### config.mk
export PLATFORM = sky130hd
export DESIGN_NAME = rww_unit
export DESIGN_NICKNAME = d
export VERILOG_FILES = /design/src/rtl/rww_pkg.sv /design/src/rtl/rww_line_match.sv /design/src/rtl/rww_watch_reg.sv /design/src/rtl/rww_arch_regs.sv /design/src/rtl/rww_unit.sv
export SDC_FILE = /design/constraint.sdc
export NUM_CORES = 1
export LEC_CHECK = 0
export CORE_MARGIN = 3
export CORE_UTILIZATION = 41
export CTS_BUF_LIST = sky130_fd_sc_hd__clkbuf_2 sky130_fd_sc_hd__clkbuf_4 sky130_fd_sc_hd__clkbuf_8
export DETAILED_ROUTE_END_ITERATION = 8
export PLACE_DENSITY = 0.79
export SLEW_MARGIN = 25
export SYNTH_ARGS = -nofsm -noshare
export SYNTH_HDL_FRONTEND = slang
export SYNTH_HIERARCHICAL = 1
export SYNTH_SLANG_ARGS = --single-unit
### constraint.sdc
create_clock -name clk -period 2.3 [get_ports clk]
set_input_delay 0.46 -clock clk [delete_from_list [all_inputs] [get_ports clk]]
set_output_delay 0.46 -clock clk [all_outputs]
set_load 0.02 [all_outputs]
### src/rtl/rww_pkg.sv
package rww_pkg;
  typedef enum logic [1:0] {
    OP_SET_HANDLER = 2'b00,
    OP_MARK        = 2'b01,
    OP_RELEASE     = 2'b10,
    OP_ENABLE      = 2'b11
  } rww_op_e;
endpackage

### src/rtl/rww_line_match.sv
// Compares a snooped address against the watched line and qualifies
// the result by remote origin and write type.
module rww_line_match #(
  parameter int ADDR_W   = 32,
  parameter int OFFSET_W = 6,
  parameter int SRC_W    = 2,
  parameter int CORE_ID  = 0
) (
  input  logic                       snp_valid,
  input  logic                       snp_write,
  input  logic [SRC_W-1:0]           snp_src,
  input  logic [ADDR_W-1:0]          snp_addr,
  input  logic [ADDR_W-OFFSET_W-1:0] watch_line,
  input  logic                       watch_valid,
  output logic                       remote_hit
);
  localparam int LINE_W = ADDR_W - OFFSET_W;
  localparam logic [SRC_W-1:0] OWN_SRC = SRC_W'(CORE_ID);

  logic line_eq;

  generate
    if (OFFSET_W == 0) begin : g_word
      assign line_eq = (snp_addr == watch_line);
    end else begin : g_line
      logic [ADDR_W-1:0] diff;
      assign diff    = snp_addr ^ {watch_line, {OFFSET_W{1'b0}}};
      assign line_eq = (diff[ADDR_W-1:OFFSET_W] == {LINE_W{1'b0}});
    end
  endgenerate

  assign remote_hit = snp_valid && snp_write && (snp_src != OWN_SRC)
                      && watch_valid && line_eq;
endmodule

### src/rtl/rww_watch_reg.sv
// Single watched-line register with mark response.
module rww_watch_reg #(
  parameter int LINE_W = 26
) (
  input  logic              clk,
  input  logic              rst,
  input  logic              mark_req,
  input  logic              release_req,
  input  logic              fire,
  input  logic [LINE_W-1:0] mark_line,
  output logic [LINE_W-1:0] watch_line,
  output logic              watch_valid,
  output logic              mark_ack,
  output logic              mark_was_set
);
  always_ff @(posedge clk) begin
    if (rst) begin
      watch_line   <= '0;
      watch_valid  <= 1'b0;
      mark_ack     <= 1'b0;
      mark_was_set <= 1'b0;
    end else begin
      mark_ack     <= 1'b0;
      mark_was_set <= 1'b0;
      if (fire) begin
        watch_valid <= 1'b0;
      end else if (mark_req) begin
        watch_line   <= mark_line;
        watch_valid  <= 1'b1;
        mark_ack     <= 1'b1;
        mark_was_set <= watch_valid && (watch_line == mark_line);
      end else if (release_req) begin
        watch_valid <= 1'b0;
      end
    end
  end

  // an accepted mark always leaves a valid watch
  p_mark_sets_r3: assert property (@(posedge clk) disable iff (rst)
    (mark_req && !fire) |=> (watch_valid && mark_ack));
  // release drops the watch
  p_release_drops_r9: assert property (@(posedge clk) disable iff (rst)
    (release_req && !mark_req && !fire) |=> !watch_valid);
  // an alert drops the watch
  p_fire_drops_r6: assert property (@(posedge clk) disable iff (rst)
    fire |=> !watch_valid);
endmodule

### src/rtl/rww_arch_regs.sv
// Handler address, saved PC, enable flag and the alert pulse.
module rww_arch_regs #(
  parameter int ADDR_W = 32
) (
  input  logic              clk,
  input  logic              rst,
  input  logic              set_handler_req,
  input  logic              release_req,
  input  logic              enable_req,
  input  logic [ADDR_W-1:0] handler_in,
  input  logic              fire,
  input  logic [ADDR_W-1:0] core_pc,
  output logic [ADDR_W-1:0] handler,
  output logic [ADDR_W-1:0] saved_pc,
  output logic              enable,
  output logic              alert
);
  always_ff @(posedge clk) begin
    if (rst) begin
      handler  <= '0;
      saved_pc <= '0;
      enable   <= 1'b0;
      alert    <= 1'b0;
    end else if (fire) begin
      alert    <= 1'b1;
      saved_pc <= core_pc;
      enable   <= 1'b0;
    end else begin
      alert <= 1'b0;
      if (set_handler_req) handler <= handler_in;
      if (release_req)     handler <= '0;
      if (enable_req)      enable  <= 1'b1;
    end
  end

  // the alert lasts one cycle, since delivering it masks the next
  p_alert_pulse_r4: assert property (@(posedge clk) disable iff (rst)
    alert |=> !alert);
  // alert and enable are never high together
  p_alert_masks_r6: assert property (@(posedge clk) disable iff (rst)
    alert |-> !enable);
  // the handler does not move across an alert
  p_handler_kept_r11: assert property (@(posedge clk) disable iff (rst)
    fire |=> $stable(handler));
endmodule

### src/rtl/rww_unit.sv
module rww_unit #(
  parameter int ADDR_W   = 32,
  parameter int OFFSET_W = 6,
  parameter int SRC_W    = 2,
  parameter int CORE_ID  = 0
) (
  input  logic              clk,
  input  logic              rst,
  input  logic              cmd_valid,
  input  logic [1:0]        cmd_op,
  input  logic [ADDR_W-1:0] cmd_arg,
  input  logic [ADDR_W-1:0] core_pc,
  input  logic              snp_valid,
  input  logic              snp_write,
  input  logic [SRC_W-1:0]  snp_src,
  input  logic [ADDR_W-1:0] snp_addr,
  output logic              mark_ack,
  output logic              mark_was_set,
  output logic              watch_active,
  output logic              alert_en,
  output logic              alert,
  output logic [ADDR_W-1:0] alert_vec,
  output logic [ADDR_W-1:0] saved_pc
);
  import rww_pkg::*;

  localparam int LINE_W = ADDR_W - OFFSET_W;
  localparam logic [SRC_W-1:0] OWN_SRC = SRC_W'(CORE_ID);

  logic              set_handler_req, mark_req, release_req, enable_req;
  logic              remote_hit, fire;
  logic [LINE_W-1:0] watch_line;

  assign set_handler_req = cmd_valid && (cmd_op == OP_SET_HANDLER);
  assign mark_req        = cmd_valid && (cmd_op == OP_MARK);
  assign release_req     = cmd_valid && (cmd_op == OP_RELEASE);
  assign enable_req      = cmd_valid && (cmd_op == OP_ENABLE);

  rww_line_match #(
    .ADDR_W(ADDR_W), .OFFSET_W(OFFSET_W), .SRC_W(SRC_W), .CORE_ID(CORE_ID)
  ) u_match (
    .snp_valid  (snp_valid),
    .snp_write  (snp_write),
    .snp_src    (snp_src),
    .snp_addr   (snp_addr),
    .watch_line (watch_line),
    .watch_valid(watch_active),
    .remote_hit (remote_hit)
  );

  assign fire = remote_hit && alert_en;

  rww_watch_reg #(.LINE_W(LINE_W)) u_watch (
    .clk         (clk),
    .rst         (rst),
    .mark_req    (mark_req),
    .release_req (release_req),
    .fire        (fire),
    .mark_line   (cmd_arg[ADDR_W-1:OFFSET_W]),
    .watch_line  (watch_line),
    .watch_valid (watch_active),
    .mark_ack    (mark_ack),
    .mark_was_set(mark_was_set)
  );

  rww_arch_regs #(.ADDR_W(ADDR_W)) u_regs (
    .clk            (clk),
    .rst            (rst),
    .set_handler_req(set_handler_req),
    .release_req    (release_req),
    .enable_req     (enable_req),
    .handler_in     (cmd_arg),
    .fire           (fire),
    .core_pc        (core_pc),
    .handler        (alert_vec),
    .saved_pc       (saved_pc),
    .enable         (alert_en),
    .alert          (alert)
  );

  // an alert follows a cycle with a live watch and enabled alerts
  p_alert_needs_watch_r4: assert property (@(posedge clk) disable iff (rst)
    alert |-> $past(watch_active && alert_en));
  // own-source snoops never lead to an alert
  p_own_src_quiet_r7: assert property (@(posedge clk) disable iff (rst)
    (snp_valid && snp_src == OWN_SRC) |=> !alert);
  // read snoops never lead to an alert
  p_read_quiet_r7: assert property (@(posedge clk) disable iff (rst)
    (snp_valid && !snp_write) |=> !alert);
  // a masked hit keeps the watch
  p_masked_keeps_r8: assert property (@(posedge clk) disable iff (rst)
    (!alert_en && watch_active && !cmd_valid) |=> watch_active);
endmodule

==> results of run 1 <==
==> worst paths after layout <==
kind                       endpoint  cells past startpoint                   from
setup / recovery  u_regs/handler[5]                      9           snp_addr[21]
hold / removal    u_regs/handler[6]                      2      u_regs/handler[6]
setup reg to reg  u_regs/handler[8]                      8  u_watch/watch_line[6]
hold reg to reg   u_regs/handler[6]                      2      u_regs/handler[6]
==> per-layer routing <==
metal	vias to the layer above	global-route usage	part of all wire
met5	-	0	0
met4	0	0.0748	0.024
met3	23	0.0243	0.052
met2	114	0.325	0.51
met1	1804	0.258	0.42
li1	1867	-	-
==> critical path: stages <==
cell and delay, ns:
sky130_fd_sc_hd__clkdlybuf4s50_1 0.47, sky130_fd_sc_hd__xor2_1 0.20, sky130_fd_sc_hd__nor4_2 0.08, sky130_fd_sc_hd__nand4_1 0.14, sky130_fd_sc_hd__nor4_2 0.05, sky130_fd_sc_hd__and2_4 0.18
sky130_fd_sc_hd__or3b_2 0.58, sky130_fd_sc_hd__clkbuf_16 0.24, sky130_fd_sc_hd__o32ai_2 0.13
==> metrics by stage <==
step | setup WS (ns) | hold slack, ns | setup TNS (ns) | utilization | power (mW)
after global routing | -0.0176 | 0.506 | -0.0586 | 0.657 | 3.55
after floorplan | -0.0289 | 0.473 | -0.578 | - | 1.98
after CTS | 0.00898 | 0.497 | 0 | 0.636 | 3.42
final | 0.0487 | 0.491 | 0 | 0.657 | 3.43
after global placement | -0.616 | 0.475 | -53.14 | 0.615 | 2.29
after detailed placement | -0.613 | 0.483 | -52.42 | 0.615 | 2.30
==> cells in the final DEF (no fill, tap or decap), types with 4 or more instances in the layout <==
master                            netlist  layout
sky130_fd_sc_hd__nand4_1                9       9
sky130_fd_sc_hd__buf_12                 0      10
sky130_fd_sc_hd__mux2i_1               32      32
sky130_fd_sc_hd__nor4_2                 2       5
sky130_fd_sc_hd__o32ai_2               30      29
sky130_fd_sc_hd__dlymetal6s2s_1         0       6
sky130_fd_sc_hd__nand2b_1              33      32
sky130_fd_sc_hd__clkbuf_8               0       9
sky130_fd_sc_hd__dfxtp_1               95      95
sky130_fd_sc_hd__a21oi_1               27      24
sky130_fd_sc_hd__nor2_1                34      34
sky130_fd_sc_hd__nand2_1               52      51
sky130_fd_sc_hd__clkdlybuf4s50_1        0     160
sky130_fd_sc_hd__xnor2_1               34      34
sky130_fd_sc_hd__inv_1                 32      32
sky130_fd_sc_hd__clkbuf_16              0       4
sky130_fd_sc_hd__xor2_1                18      15
sky130_fd_sc_hd__buf_4                  0      19
==> report_power, final <==
group / leakage (nW) / internal, mW / switching [mW]
Combinational: 1.50 / 0.340 / 0.256
Clock: 0.101 / 0.523 / 0.600
Sequential: 0.769 / 1.68 / 0.0280
==> final cells by class <==
| class | instances | area share |
|---|---|---|
| Sequential cell | 95 | 0.280 |
| Clock inverter | 6 | 0.0101 |
| Multi-Input combinational cell | 293 | 0.334 |
| Tap cell | 136 | 0.0251 |
| Timing Repair Buffer | 200 | 0.314 |
| Clock buffer | 10 | 0.0194 |
| Inverter | 32 | 0.0177 |
==> kinds of logic after synthesis <==
logic type	Yosys count	share of synthesized area
buffers and inverters	63	0.0637
XOR/XNOR	52	0.104
AO/OA/AOI/OAI	61	0.151
AND/OR/NAND/NOR	148	0.172
multiplexers	32	0.0735
flip-flops	95	0.436
==> sequential cells by signal, indices dropped and copies added, names as in the netlist <==
name                  count
u_watch/watch_line       26
u_regs/enable             1
u_regs/saved_pc          32
u_watch/mark_ack          1
u_regs/handler           32
u_watch/watch_valid       1
u_regs/alert              1
u_watch/mark_was_set      1
==> timing repair <==
item                                    4_1_cts  5_1_grt
endpoints found under the setup margin       93       84
gates resized for setup                       3       17
cloned                                        0        5
setup buffers                                 0        2
pin swaps                                     5        7
==> flow_summary.toml, run 1 <==
[synth]
synth_enable_flop_cells = 0
synth_top_flop_cell = "sky130_fd_sc_hd__dfxtp_1"
syn_inst = 451
synth.cells.most_frequent = "sky130_fd_sc_hd__dfxtp_1 (95), sky130_fd_sc_hd__nand2_1 (52), sky130_fd_sc_hd__nor2_1 (34), sky130_fd_sc_hd__xnor2_1 (34), sky130_fd_sc_hd__nand2b_1 (33)"
synthMostInstantiatedCell = "sky130_fd_sc_hd__dfxtp_1"
yosys_warnings = 6
synth-seq-area-share = 0.436
synth_nets = 556
synth-seq-cells = 95
mappedNetlistArea_um2 = 4360
fraction_of_synthesis_flops_using_an_asynchronous_set_or_reset_pin = 0
yosys.area.top_type_share = 0.436
synth_area_per_cell_um2 = 9.67
synth_cell_type_count = 31
post_synth_main_area_contributors = "sky130_fd_sc_hd__dfxtp_1 (44%), sky130_fd_sc_hd__o32ai_2 (11%), sky130_fd_sc_hd__mux2i_1 (7.3%)"
yosysTopAreaCell = "sky130_fd_sc_hd__dfxtp_1"

[cells_and_area]
area_of_the_multi_input_gates_um2 = 2260
growth_of_design_area_from_synthesis_to_finish_pct = 55.6
final_design_area_no_fill_um2 = 6790
regArea_um2 = 1900
antennaDiodeCount = 0
post_route_cells_drive_above_1_share = 0.156
num-fill-cells = 804
final-instance-count-excl-fill = 772
final_net_count = 736

[die]
initial_standard_cell_utilization_of_the_core = 0.422
std_cell_rows = 37
die_width_um = 109
ios = 174
die-area_um2 = 11900
core_area_um2 = 10300
die_height_um = 109

[worst_setup_path]
crit_path_capture_type = "flip-flop"
worstPathMaxFanout = 15
worstSetupPathType = "input port to flip-flop"
setup.reg_to_reg.worst_slack_ns = 0.13
setup.worst_path.start_class = "input port"
worst-endpoint-required_ns = 2.57
cp_data_arrival_time_ns = 2.52

[timing]
finalClockSkew_ns = 0.0144
max_clock_freq_mhz = 444
timing.final.max_slew_violations = 0
hold_viol_final = 0
timing.max_slew.rel_slack = 0.523
finalCriticalPeriod_ns = 2.25
worst_slew_pin_slew_ns = 0.716
final_min_period_over_clock_period = 0.979
rsz0062_at_grt = "yes"
setup-violations-final = 0

[global_route]
grt_overflow_total = 0
grt_util_all_layers = 0.196
antenna_found_initial = 0
grt_pass1_wl_um = 18100
grt_start_max_net_pins = 64
grt_pass1_vias = 3627

[clock_tree]
tritoncts = "built"
cts_num_sinks = 95
clock_tree.htree_level_count = 3
holdBufCountCts = 0
cts.reportedPaths.clkPinSlew_ns = 0.09
library_cell_used_as_clock_root_buffer = "sky130_fd_sc_hd__clkbuf_8"
clk_path_buf_depth = 2
source_to_sink_clock_delay_at_the_later_pin_of_the_worst_skew_pair_ns = 0.36
tritoncts.num_buffers = 9

[route]
detail_route.wirelength_um = 12600
first_iter_violations = 193
wl_per_cell_um = 16.4
drt_drc_violations_left = 0
viasPerCell = 4.93
drt.antenna.violating_nets = 0
drtPass1Iterations = 5
via_count = 3808

[pwr]
maximum_vdd_drop_v = 0.000274
cellPowerDensity_nw_per_um2 = 505
p_leak_nw = 2.37

[placement]
gp_congestion = 0.880
place.detailed.hpwl_um = 9200
io_buffer_count = 167
post-place-cells = 749
placed_area_um2 = 6350

[job]
cap_viol_max_count = 0

[run_status]
run_status = "finished, final reports clean"

[hold_path]
hold_class = "flip-flop to flip-flop"
(Power assumes the default switching activity.)
==> run 2, diff against run 1 <==
- CORE_UTILIZATION: 41 -> 45
- PLACE_DENSITY: 0.79 -> 0.83
- clock period: 2.3 -> 2.54 ns (I/O delays scaled with it)
==> run 2 against run 1 <==
Net effect:
- worst setup slack gained 0.11 ns
- non-clock buffer count down 17
- register-to-register slack better by 0.26 ns
- clock skew up 0.0037 ns
- critical path depth grew 2
- cell area fell by 4.6%
- critical endpoint is now u_watch/watch_line[22]
- highest routed layer unchanged
==> flow_summary.toml, run 2 (synthesized netlist as in run 1, its figures left out) <==
[run_status]
run_status = "finished, final reports clean"

[global_route]
grt_overflow_total = 0
antenna_found_initial = 0
grt_util_all_layers = 0.214
grt_start_max_net_pins = 55
grt_pass1_vias = 3610
grt_pass1_wl_um = 18700

[worst_setup_path]
critPathSlowestCell = "sky130_fd_sc_hd__clkdlybuf4s50_1"
critical_path_cell_count = 11
critPathTopFamily = "simple AND/OR/NAND/NOR gates"
timing.critical_path.cells = "clkdlybuf4s50_1, xor2_1, nor4_2, nand4_1, nor4_2, and2_4, nand2b_1, buf_4, buf_4, nand2_1, a21oi_1"
cp.buffers_inverters = 3
crit_path_capture_type = "flip-flop"
cp_data_arrival_time_ns = 2.66
setup.reg_to_reg.worst_slack_ns = 0.39
worst-endpoint-required_ns = 2.82
critical_path.max_stage_delay_ns = 0.43
worstSetupPathType = "input port to flip-flop"
setup.worst_path.start_class = "input port"
worstPathMaxFanout = 6
worst_r2r_path_depth = 10

[placement]
io_buffer_count = 167
place.detailed.hpwl_um = 9130
placed_area_um2 = 6230
post-place-cells = 732
gp_congestion = 0.850
dp_worst_setup_slack_ns = -0.419

[hold_path]
hold-path-cell-count = 2
hold_class = "flip-flop to flip-flop"

[clock_tree]
tritoncts = "built"
tritoncts.num_buffers = 9
source_to_sink_clock_delay_at_the_later_pin_of_the_worst_skew_pair_ns = 0.36
clock_tree.htree_level_count = 3
cts.reportedPaths.clkPinSlew_ns = 0.09
library_cell_used_as_clock_root_buffer = "sky130_fd_sc_hd__clkbuf_8"
clk_path_buf_depth = 2
holdBufCountCts = 0
postCtsSetupRepairBufs = 0
cts_num_sinks = 95

[route]
wl_per_cell_um = 15.8
detail_route.wirelength_um = 11800
first_iter_violations = 189
drtPass1Iterations = 4
drt.antenna.violating_nets = 0
via_count = 3623
viasPerCell = 4.84
drt_drc_violations_left = 0

[die]
core_area_um2 = 9330
die_width_um = 104
die-area_um2 = 10900
ios = 174
std_cell_rows = 35
die_height_um = 104
initial_standard_cell_utilization_of_the_core = 0.467

[cells_and_area]
final-instance-count-excl-fill = 748
post_route_cells_drive_above_1_share = 0.116
final_net_count = 719
most-common-layout-cells = "sky130_fd_sc_hd__clkdlybuf4s50_1 (166), sky130_fd_sc_hd__dfxtp_1 (95), sky130_fd_sc_hd__nand2_1 (52)"
commonest_non_fill_non_tap_cell_in_the_layout = "sky130_fd_sc_hd__clkdlybuf4s50_1"
final_core_utilization = 0.694
growth_of_design_area_from_synthesis_to_finish_pct = 48.5
final_design_area_no_fill_um2 = 6470
layout_top_registers = "u_regs/handler: 32 flops, u_regs/saved_pc: 32 flops, u_watch/watch_line: 26 flops"
antennaDiodeCount = 0

[timing]
worst_slew_pin_slew_ns = 0.423
finalCriticalPeriod_ns = 2.38
final_min_period_over_clock_period = 0.938
hold_viol_final = 0
setup-violations-final = 0
timing.max_slew.rel_slack = 0.718
finalClockSkew_ns = 0.0181
timing.final.max_slew_violations = 0
max_clock_freq_mhz = 420
hold_ws_ns = 0.492
final.setup.worst_slack_ns = 0.157
rsz0062_at_grt = "no"
timing.setup.tns_ns = 0

[pwr]
p_total_mw = 3.16
p_leak_nw = 2.18
cellPowerDensity_nw_per_um2 = 487
maximum_vdd_drop_v = 0.000299

[job]
cap_viol_max_count = 0
## run 2: cell count changes in the layout (fill, tap and decap cells not counted), sizes merged
| cell | previous run | this run |
|---|---|---|
| clkbuf | 14 | 10 |
| dlymetal6s2s | 6 | 0 |
| clkinv | 2 | 1 |
| bufinv | 1 | 2 |
| clkdlybuf4s50 | 160 | 166 |
| buf | 30 | 17 |
## run 2: report_power, final
group	switching [mW]	leakage [nW]	internal (mW)
clock	0.537	0.113	0.587
combinational	0.214	1.30	0.273
sequential	0.0249	0.769	1.52
## run 2: repair_timing
action	CTS	global route
resized for setup	1	3
setup endpoints to repair	40	94
pin swaps	0	3
## run 2: tightest hold or removal path, delay by kind of cell, from the launching register on
family,cells,cell delay (ns)
compound gates,1,0.08
buf+inv,1,0.06
flops,1,0.31
## run 2: layout make-up
class	count	area, um^2
timing repair buffer	183	1870
sequential	95	1900
inverter	32	120
clock inverter	6	90.1
fill	723	2850
tap	129	161
clock buffer	10	138
multi-input combinational	293	2200
## run 2: final timing paths
path	startpoint	to
worst max-delay path	snp_addr[22]	u_watch/watch_line[22]
worst min-delay path	u_regs/handler[2]	u_regs/handler[2]
worst max register to register	u_watch/watch_line[16]	u_watch/watch_line[22]
worst min register to register	u_regs/handler[2]	u_regs/handler[2]
## run 2: per-layer routing
layer / up-vias / part of all wire / GRT usage
met5: - / 0 / 0
met4: 0 / 0.015 / 0.0674
met3: 13 / 0.056 / 0.0323
met2: 117 / 0.50 / 0.362
met1: 1663 / 0.42 / 0.279
li1: 1830 / - / -
